`config.mk`:
```
export PLATFORM = sky130hd
export DESIGN_NAME = ecc_irq_regs
export DESIGN_NICKNAME = d
export VERILOG_FILES = /design/src/rtl/ecc_irq_pkg.sv /design/src/rtl/ecc_pulse_group.sv /design/src/rtl/ecc_sat_counter.sv /design/src/rtl/ecc_irq_regs.sv
export SDC_FILE = /design/constraint.sdc
export NUM_CORES = 1
export LEC_CHECK = 0
export BUFFER_PORTS_ARGS = -buffer_cell sky130_fd_sc_hd__buf_4
export CAP_MARGIN = 10
export CORE_ASPECT_RATIO = 0.75
export CORE_UTILIZATION = 54
export DETAILED_ROUTE_END_ITERATION = 8
export GPL_ROUTABILITY_DRIVEN = 0
export PLACE_DENSITY_LB_ADDON = 0.25
export RECOVER_POWER = 50
export SLEW_MARGIN = 15
export SYNTH_ARGS = -nofsm -noshare
export SYNTH_HDL_FRONTEND = slang
export SYNTH_SLANG_ARGS = --single-unit
```
`constraint.sdc`:
```
create_clock -name clk -period 6.97 [get_ports clk]
set_input_delay 1.394 -clock clk [delete_from_list [all_inputs] [get_ports clk]]
set_output_delay 1.394 -clock clk [all_outputs]
set_load 0.02 [all_outputs]
```
`src/rtl/ecc_irq_pkg.sv`:
```
`timescale 1ns/1ps
package ecc_irq_pkg;
  localparam int ADDR_W  = 12;
  localparam int CNT_W   = 2;
  localparam int CNT_MAX = (1 << CNT_W) - 1;

  // register map
  localparam logic [ADDR_W-1:0] A_REV      = 12'h000;
  localparam logic [ADDR_W-1:0] A_VEC      = 12'h008;
  localparam logic [ADDR_W-1:0] A_INFO     = 12'h00C;
  localparam logic [ADDR_W-1:0] GRP_STRIDE = 12'h100;
  localparam logic [ADDR_W-1:0] A_SEC_EOI  = 12'h03C;
  localparam logic [ADDR_W-1:0] A_SEC_PEND = 12'h040;
  localparam logic [ADDR_W-1:0] A_SEC_PCLR = 12'h044;
  localparam logic [ADDR_W-1:0] A_SEC_ENS  = 12'h080;
  localparam logic [ADDR_W-1:0] A_SEC_ENC  = 12'h0C0;
  localparam logic [ADDR_W-1:0] A_DED_PEND = A_SEC_PEND + GRP_STRIDE;
  localparam logic [ADDR_W-1:0] A_DED_PCLR = A_SEC_PCLR + GRP_STRIDE;
  localparam logic [ADDR_W-1:0] A_DED_ENS  = A_SEC_ENS + GRP_STRIDE;
  localparam logic [ADDR_W-1:0] A_DED_ENC  = A_SEC_ENC + GRP_STRIDE;
  localparam logic [ADDR_W-1:0] A_AGG_ENS  = 12'h200;
  localparam logic [ADDR_W-1:0] A_AGG_ENC  = 12'h204;
  localparam logic [ADDR_W-1:0] A_AGG_UP   = 12'h208;
  localparam logic [ADDR_W-1:0] A_AGG_DN   = 12'h20C;

  // add first, then subtract, then clamp into [0, CNT_MAX]
  function automatic logic [CNT_W-1:0] sat_step(input logic [CNT_W-1:0] cur,
                                                input logic [CNT_W:0]   up,
                                                input logic [CNT_W-1:0] down);
    int s;
    s = int'(cur) + int'(up) - int'(down);
    if (s < 0) s = 0;
    if (s > CNT_MAX) s = CNT_MAX;
    return CNT_W'(s);
  endfunction
endpackage

```
`src/rtl/ecc_pulse_group.sv`:
```
`timescale 1ns/1ps
module ecc_pulse_group #(
  parameter int N = 4
) (
  input  logic         clk,
  input  logic         rst_n,
  input  logic [N-1:0] hw_evt,
  input  logic [N-1:0] sw_set,
  input  logic [N-1:0] sw_clr,
  input  logic [N-1:0] en_set,
  input  logic [N-1:0] en_clr,
  input  logic         eoi,
  output logic [N-1:0] pend,
  output logic [N-1:0] en,
  output logic         irq
);
  logic armed;
  logic fire;

  assign fire = armed && |(pend & en);

  always_ff @(posedge clk or negedge rst_n) begin
    if (!rst_n) begin
      pend  <= '0;
      en    <= '0;
      armed <= 1'b1;
      irq   <= 1'b0;
    end else begin
      pend <= (pend & ~sw_clr) | sw_set | hw_evt;  // set beats clear
      en   <= (en & ~en_clr) | en_set;
      if (fire)     armed <= 1'b0;
      else if (eoi) armed <= 1'b1;
      irq <= fire;
    end
  end

  a_r4_hw_set_wins: assert property (@(posedge clk) disable iff (!rst_n)
    (hw_evt != '0) |=> ((pend & $past(hw_evt)) == $past(hw_evt)));
  a_r5_single_cycle: assert property (@(posedge clk) disable iff (!rst_n)
    irq |=> !irq);
  a_r6_quiet_until_eoi: assert property (@(posedge clk) disable iff (!rst_n)
    (!armed && !eoi) |=> !irq);
endmodule

```
`src/rtl/ecc_sat_counter.sv`:
```
`timescale 1ns/1ps
module ecc_sat_counter
  import ecc_irq_pkg::*;
(
  input  logic             clk,
  input  logic             rst_n,
  input  logic [CNT_W:0]   up,
  input  logic [CNT_W-1:0] down,
  output logic [CNT_W-1:0] value
);
  always_ff @(posedge clk or negedge rst_n) begin
    if (!rst_n) value <= '0;
    else        value <= sat_step(value, up, down);
  end

  a_r7_ceiling: assert property (@(posedge clk) disable iff (!rst_n)
    (value == CNT_W'(CNT_MAX) && down == '0) |=> (value == CNT_W'(CNT_MAX)));
  a_r7_floor: assert property (@(posedge clk) disable iff (!rst_n)
    (value == '0 && up == '0) |=> (value == '0));
endmodule

```
`src/rtl/ecc_irq_regs.sv`:
```
`timescale 1ns/1ps
module ecc_irq_regs
  import ecc_irq_pkg::*;
#(
  parameter int          NUM_RAMS = 4,
  parameter int          SEL_W    = 11,
  parameter int          RADDR_W  = 8,
  parameter int          DATA_W   = 32,
  parameter logic [31:0] REV_ID   = 32'h66A03201
) (
  input  logic                clk,
  input  logic                rst_n,
  input  logic [ADDR_W-1:0]   reg_addr,
  input  logic                reg_wr,
  input  logic [DATA_W-1:0]   reg_wdata,
  output logic [DATA_W-1:0]   reg_rdata,
  input  logic [NUM_RAMS-1:0] sec_evt,
  input  logic [NUM_RAMS-1:0] ded_evt,
  input  logic                par_err,
  input  logic                tmo_err,
  output logic                sec_irq,
  output logic                ded_irq,
  output logic                agg_irq,
  output logic                rd_go,
  input  logic                rd_done
);
  localparam int NGRP      = 2;
  localparam int NAGG      = 2;
  localparam int GO_BIT    = 15;
  localparam int RADDR_LSB = 16;
  localparam int DONE_BIT  = RADDR_LSB + RADDR_W;

  function automatic logic hit(input logic [ADDR_W-1:0] a);
    return reg_wr && (reg_addr == a);
  endfunction

  // ---------------- SEC / DED groups ----------------
  logic [NUM_RAMS-1:0] g_evt  [NGRP];
  logic [NUM_RAMS-1:0] g_pend [NGRP];
  logic [NUM_RAMS-1:0] g_en   [NGRP];
  logic [NGRP-1:0]     g_irq;

  assign g_evt[0] = sec_evt;
  assign g_evt[1] = ded_evt;

  for (genvar g = 0; g < NGRP; g++) begin : g_grp
    localparam logic [ADDR_W-1:0] OFS = ADDR_W'(g * 256);
    logic [NUM_RAMS-1:0] w_set, w_clr, w_ens, w_enc;
    logic                w_eoi;
    assign w_set = hit(A_SEC_PEND + OFS) ? reg_wdata[NUM_RAMS-1:0] : '0;
    assign w_clr = hit(A_SEC_PCLR + OFS) ? reg_wdata[NUM_RAMS-1:0] : '0;
    assign w_ens = hit(A_SEC_ENS + OFS)  ? reg_wdata[NUM_RAMS-1:0] : '0;
    assign w_enc = hit(A_SEC_ENC + OFS)  ? reg_wdata[NUM_RAMS-1:0] : '0;
    assign w_eoi = hit(A_SEC_EOI + OFS) && reg_wdata[0];
    ecc_pulse_group #(.N(NUM_RAMS)) u_grp (
      .clk(clk), .rst_n(rst_n), .hw_evt(g_evt[g]), .sw_set(w_set), .sw_clr(w_clr),
      .en_set(w_ens), .en_clr(w_enc), .eoi(w_eoi), .pend(g_pend[g]), .en(g_en[g]),
      .irq(g_irq[g])
    );
  end

  assign sec_irq = g_irq[0];
  assign ded_irq = g_irq[1];

  // ---------------- aggregator fault counters ----------------
  logic [CNT_W-1:0] cnt [NAGG];
  logic [NAGG-1:0]  agg_hw, agg_en, cnt_nz;

  assign agg_hw = {tmo_err, par_err};

  for (genvar f = 0; f < NAGG; f++) begin : g_cnt
    logic [CNT_W-1:0] field;
    logic [CNT_W:0]   up;
    logic [CNT_W-1:0] dn;
    assign field = reg_wdata[f*CNT_W +: CNT_W];
    assign up = (hit(A_AGG_UP) ? {1'b0, field} : '0) + {{CNT_W{1'b0}}, agg_hw[f]};
    assign dn = hit(A_AGG_DN) ? field : '0;
    ecc_sat_counter u_cnt (.clk(clk), .rst_n(rst_n), .up(up), .down(dn), .value(cnt[f]));
    assign cnt_nz[f] = |cnt[f];
  end

  always_ff @(posedge clk or negedge rst_n) begin
    if (!rst_n) agg_en <= '0;
    else agg_en <= (agg_en & ~(hit(A_AGG_ENC) ? reg_wdata[NAGG-1:0] : '0))
                 | (hit(A_AGG_ENS) ? reg_wdata[NAGG-1:0] : '0);
  end

  assign agg_irq = |(cnt_nz & agg_en);

  // ---------------- vector / indirect read control ----------------
  logic [SEL_W-1:0]   vec_sel;
  logic [RADDR_W-1:0] vec_raddr;
  logic               rd_busy, rd_flag, go_req;

  assign go_req = hit(A_VEC) && reg_wdata[GO_BIT] && !rd_busy;

  always_ff @(posedge clk or negedge rst_n) begin
    if (!rst_n) begin
      vec_sel   <= '0;
      vec_raddr <= '0;
      rd_busy   <= 1'b0;
      rd_flag   <= 1'b0;
      rd_go     <= 1'b0;
    end else begin
      if (hit(A_VEC)) begin
        vec_sel   <= reg_wdata[SEL_W-1:0];
        vec_raddr <= reg_wdata[RADDR_LSB +: RADDR_W];
      end
      rd_go <= go_req;
      if (rd_done)     rd_busy <= 1'b0;
      else if (go_req) rd_busy <= 1'b1;
      if (rd_done)         rd_flag <= 1'b1;
      else if (hit(A_VEC)) rd_flag <= 1'b0;
    end
  end

  // ---------------- read mux ----------------
  always_comb begin
    reg_rdata = '0;
    case (reg_addr)
      A_REV:  reg_rdata = REV_ID;
      A_INFO: reg_rdata[SEL_W-1:0] = SEL_W'(NUM_RAMS);
      A_VEC: begin
        reg_rdata[SEL_W-1:0]              = vec_sel;
        reg_rdata[GO_BIT]                 = rd_busy;
        reg_rdata[RADDR_LSB +: RADDR_W]   = vec_raddr;
        reg_rdata[DONE_BIT]               = rd_flag;
      end
      A_SEC_PEND, A_SEC_PCLR: reg_rdata[NUM_RAMS-1:0] = g_pend[0];
      A_SEC_ENS,  A_SEC_ENC:  reg_rdata[NUM_RAMS-1:0] = g_en[0];
      A_DED_PEND, A_DED_PCLR: reg_rdata[NUM_RAMS-1:0] = g_pend[1];
      A_DED_ENS,  A_DED_ENC:  reg_rdata[NUM_RAMS-1:0] = g_en[1];
      A_AGG_ENS,  A_AGG_ENC:  reg_rdata[NAGG-1:0]     = agg_en;
      A_AGG_UP,   A_AGG_DN:   reg_rdata[NAGG*CNT_W-1:0] = {cnt[1], cnt[0]};
      default: reg_rdata = '0;
    endcase
  end

  logic unused_wbits;
  assign unused_wbits = ^reg_wdata;

  a_r9_quiet_when_zero: assert property (@(posedge clk) disable iff (!rst_n)
    (cnt_nz == '0) |-> !agg_irq);
  a_r10_done_sets_flag: assert property (@(posedge clk) disable iff (!rst_n)
    rd_done |=> rd_flag);
  a_r10_go_one_cycle: assert property (@(posedge clk) disable iff (!rst_n)
    rd_go |=> !rd_go);
endmodule

```
# Word level (Yosys, flattened, before mapping)
# Index checks and enable logic that the tools add are counted.
# word_totals
regBits	48
out_inout_bits	36
wordCells	132
# op_classes
n_addsub	6
magnitude_cmp	4
eq_ne	16
muxes	32
bitwise_logic	20
reduce_logical	38
# op_table
op	n
greater-than comparator 32 x 3 -> 1 bit, second input constant	2
less-than comparator 32 x 1 -> 1 bit, second input constant	2
2-to-1 mux 32 bit	2
subtractor 32 x 3 -> 32 bit	2
== test 12 x 9 -> 1 bit, second input constant	5
== test 12 x 10 -> 1 bit, second input constant	4
2-to-1 mux 4 bit	8
bitwise AND 4 bit	6
== test 12 x 4 -> 1 bit, second input constant	2
== test 12 x 7 -> 1 bit, second input constant	2
== test 12 x 8 -> 1 bit, second input constant	2
OR 4 bit	6
logical AND 1 bit	21
one-hot mux 10 bit (2 select lines)	1
OR reduction 2 bit	9
2-to-1 mux 2 bit	8
inverter 4 bit	4
one-hot mux 2 bit (8 select lines)	1
one-hot mux 2 bit (7 select lines)	1
one-hot mux 7 bit (2 select lines)	1
== test 12 x 6 -> 1 bit, second input constant	1
logical NOT 12 bit	1
adder 2 x 3 -> 4 bit	2
2-to-1 mux 1 bit	8
other kinds (9)	15

# Logic depth before layout (Yosys ltp)
# depth
ltp_word	10
ltp_mapped	14
mapped_depth_nobuf	13

# Cells and area by module
# From an unflattened synthesis, not the netlist that was laid out.
# hier_totals
cells_unflattened	352
hier_area_um2	3243.1
# by_module_without_submodules
mod	n_inst	cells_each	area_per_inst_um2
ecc_irq_regs	1	224	1911.8
ecc_pulse_group	2	35	395.4
ecc_sat_counter	2	29	270.3

# Worst setup path after synthesis
# OpenSTA, ideal clock, no wires.
# synth_timing
path_type	input-to-output
from	in reg_addr[7]
to	out reg_rdata[13]
arrival_ns	2.985
setup_slack_ns	2.591
path_stages	5
n_path_buf	2
path_cell_list	clkbuf_2 > nor4_1 > nand3_1 > nor2_1 > buf_4
# synth_via
elab_chain_len	2
# synth_rtl
item	line_no	text
from (decl)	ecc_irq_regs.sv:13	input logic [ADDR_W-1:0] reg_addr,
logical NOT 12 bit	ecc_irq_regs.sv:120	case (reg_addr)
2-to-1 mux 3 bit	ecc_irq_regs.sv:120	
to (decl)	ecc_irq_regs.sv:16	output logic [DATA_W-1:0] reg_rdata,
# No other way between the ends.

# Final worst setup path
# layout_timing
from	in reg_addr[8]
to	out reg_rdata[3]
# layout_via
elab_chain_len	3
word_cells_on_any_way	18
cone_classes	12 x eq/ne; 1 x mux; 5 x reduce/logical
# layout_rtl
item	line_no
== test 12 x 10 -> 1 bit (tied with other cells)	ecc_irq_regs.sv:120
OR reduction 2 bit	ecc_irq_regs.sv:120
one-hot mux 2 bit (7 select lines) *	ecc_irq_regs.sv:120
# Every way passes the cells marked *; elsewhere a longest branch is shown, timed or not.

==> results.cfg <==
[critical_path]
crit_start = reg_addr[8]
slowest_stage = nor3_2
crit_fanout = 20
cp_cell_sequence = clkbuf_1, or4_1, nor3_2, a22oi_1, nand2_1, buf_4
critPathMaxStageDelay_ns = 0.90
r2r-start = g_cnt[1].u_cnt.value[0]
cp-start-kind = primary input
crit_path_end_kind = output port
path_buf_inv = 2
critPathRequiredTime_ns = 5.58
critPathKind = in2out
cp.arrival_ns = 3.76
crit_family = simple AND/OR/NAND/NOR gates

[clocking]
clock_latency_ns = 0.31
cts.hold.buffers_added = 0
cts_tree = done
cts_max_path_buffers = 2
cts_buffers = 5
h-tree-depth = 2
clock_sinks = 48
post-cts-setup-buffers = 0
cts.repair.resized = 0
clk_pin_slew_worst_paths_ns = 0.10
cts_root_buf = clkbuf_8

[timing]
tightest_slew_ns = 2.51
timing.final.hold_violations = 0
clock-skew-final_ns = 0.0123
slew_violations = 49
fmax_ghz = 0.194
fin_crit_sh_pct = 74.0
grt_setup_unrepaired = false
fin_crit_ns = 5.16
setup_viol = 0
maxSlewHeadroom_pct = -67.3
timing.final.ws_setup_ns = 1.81
finalSetupTns_ns = 0

[synthesis]
avgSynthCellArea_sq_um = 10.3
ys_seq_area_share_pct = 41.9
yosys.cell_types.count = 54
syn-instance-count = 280
synth_edf_count = 0
netlist_area_sq_um = 2870
async_flop_share_pct = 100
synth.area.top_cells = dfrtp_1 40%, mux2_2 8.2%, fa_1 4.2%, o21ai_0 3.3%, and2_1 3.0%
ys.flop_type = dfrtp_1
ys_ff_latch = 48
ys_warn_count = 0
synth_area_leader_cell = dfrtp_1
synth_top_area_share_pct = 40.1

[die]
num_io_pins = 94
fp.dieW_microns = 86.2
die_h_microns = 65.2
initial_utilization_pct = 57.3
core.rowCount = 22
die_area_sq_um = 5620
core_area_sq_um = 5010

[power]
p_int_uw = 438
switching_share_pct = 29.3
combPwrFrac_pct = 20.8
seqPwrFrac_pct = 50.8
p_sw_uw = 182
p_clk_share_pct = 28.3
ir_drop_uv = 150
p_leak_nw = 1.65
power.density_nw_per_um2 = 179

[drt]
drtPass1Iterations = 5
wire_per_inst_microns = 16.6
routed_via_density = 5.86
dr.first_iter.drc_count = 184
num_vias = 2462
antenna_left = 0
drt-total-wl_microns = 6960
drcViolationCount = 0

[min_path]
hp-start = g_grp[1].u_grp.armed
hold_class = reg2reg

[final_layout]
diodes = 0
area_growth_pct = 20.8
layout_common_cells = 71 x buf_4, 46 x dfrtp_1, 21 x mux2_2
nNetsFinal = 417
layout_commonest_cell = buf_4
fill_cells = 421
layout-drive-gt1-share_pct = 29.9

[global_routing]
grt_pass1_wl_microns = 11300
grtUsageTotal_pct = 26.5
grt_pass1_vias = 2322
antenna_found_initial = 0
grt-ovfl-total = 0
grt_max_degree = 49

[flow_run]
drv_cap = 1

[outcome]
status = complete, but fails checks
violations = max-capacitance violations, max-slew violations

[place]
portBuffers = 76
dpl_worst_slack_ns = 2.00
dpl.hpwl_microns = 5270
-- power by group through the flow --
stage / combinational [mW] / sequential [mW] / clock (mW)
final: 0.129 / 0.315 / 0.175
after global routing: 0.147 / 0.318 / 0.192
after CTS: 0.131 / 0.315 / 0.178
after detailed placement: 0.131 / 0.320 / 0
after global placement: 0.125 / 0.320 / 0
after floorplan: 0.0845 / 0.315 / 0
-- worst min-delay path, stage by stage (launching register included) --
cell and delay, ns:
dfstp_2 0.39, nand2_1 0.05, o31ai_1 0.05
-- routing by layer --
layer / GRT usage [%] / routed length (microns) / up-vias
li1: - / - / 1140
met1: 37.9 / 3100 / 1200
met2: 41.0 / 3130 / 110
met3: 5.40 / 616 / 12
met4: 8.13 / 115 / 0
met5: 0 / 0 / -
-- worst paths after layout --
kind | depth (start not counted) | slack [ns] | end
worst max-delay path | 6 | 1.81 | reg_rdata[3]
worst min-delay path | 2 | 0.48 | g_grp[1].u_grp.armed
worst max register to register | 6 | 4.63 | g_cnt[1].u_cnt.value[1]
worst min register to register | 2 | 0.48 | g_grp[1].u_grp.armed
max in group asynchronous | 1 | 3.69 | vec_sel[8]
min in group asynchronous | 1 | 1.85 | g_grp[0].u_grp.irq
-- state kept, by name (all words and copies together) (netlist names) --
name and count:
agg_en 2, g_cnt.u_cnt.value 4, g_grp.u_grp.armed 2, g_grp.u_grp.en 8
g_grp.u_grp.irq 2, g_grp.u_grp.pend 8, rd_busy 1, rd_flag 1
rd_go 1, vec_raddr 8, vec_sel 11
-- area by class of cell --
| cell class | instances | area (sq um) | share of cell area, % |
|---|---|---|---|
| clock buffer | 6 | 82.6 | 2.38 |
| clock inverter | 2 | 15.0 | 0.433 |
| inverter | 19 | 71.3 | 2.05 |
| multi-input combinational | 195 | 1450 | 41.7 |
| sequential | 48 | 1200 | 34.7 |
| tap | 72 | 90.1 | 2.60 |
| timing repair buffer | 78 | 559 | 16.1 |
-- cells by family (layout without fill, tap and decap cells) --
logic type      after synthesis  in the layout  share of synthesized area (%)
mux                          30             30                           11.4
fa+ha+maj                    12             12                           6.79
buf+inv                      41            105                           7.40
simple gates                 86             86                           17.5
compound gates               62             62                           14.9
other cells                   1              5                          0.131
flops                        48             48                           41.9
-- synthesized netlist by cell type (all sizes together), types with 2 or more instances --
cell type / count
dfstp: 2
mux2i: 8
a211oi: 2
and2: 14
dfrtp: 46
a221oi: 2
nor3b: 2
a22o: 2
clkbuf: 5
o21ai: 19
or4: 2
nor2b: 2
mux2: 22
nor4: 5
nand3: 13
o31ai: 10
a31oi: 4
fa: 6
nor2: 9
nor3: 6
ha: 6
a21oi: 2
a41oi: 8
buf: 17
nand4: 5
a22oi: 2
nor4b: 2
o22ai: 3
inv: 19
nand2: 18
a21o: 3
-- metrics by stage --
step / std cells / util, % / total power [mW] / hold WS (ns) / cell area [sq um]
finish: 420 / 69.3 / 0.620 / 0.481 / 3470
floorplan: 284 / - / 0.400 / 0.449 / 2890
detailed placement: 412 / 68.4 / 0.451 / 0.467 / 3430
global placement: 412 / 68.4 / 0.446 / 0.462 / 3430
global route: 420 / 69.3 / 0.657 / 0.499 / 3470
CTS: 420 / 70.4 / 0.623 / 0.483 / 3520
(Power assumes the default switching activity.)
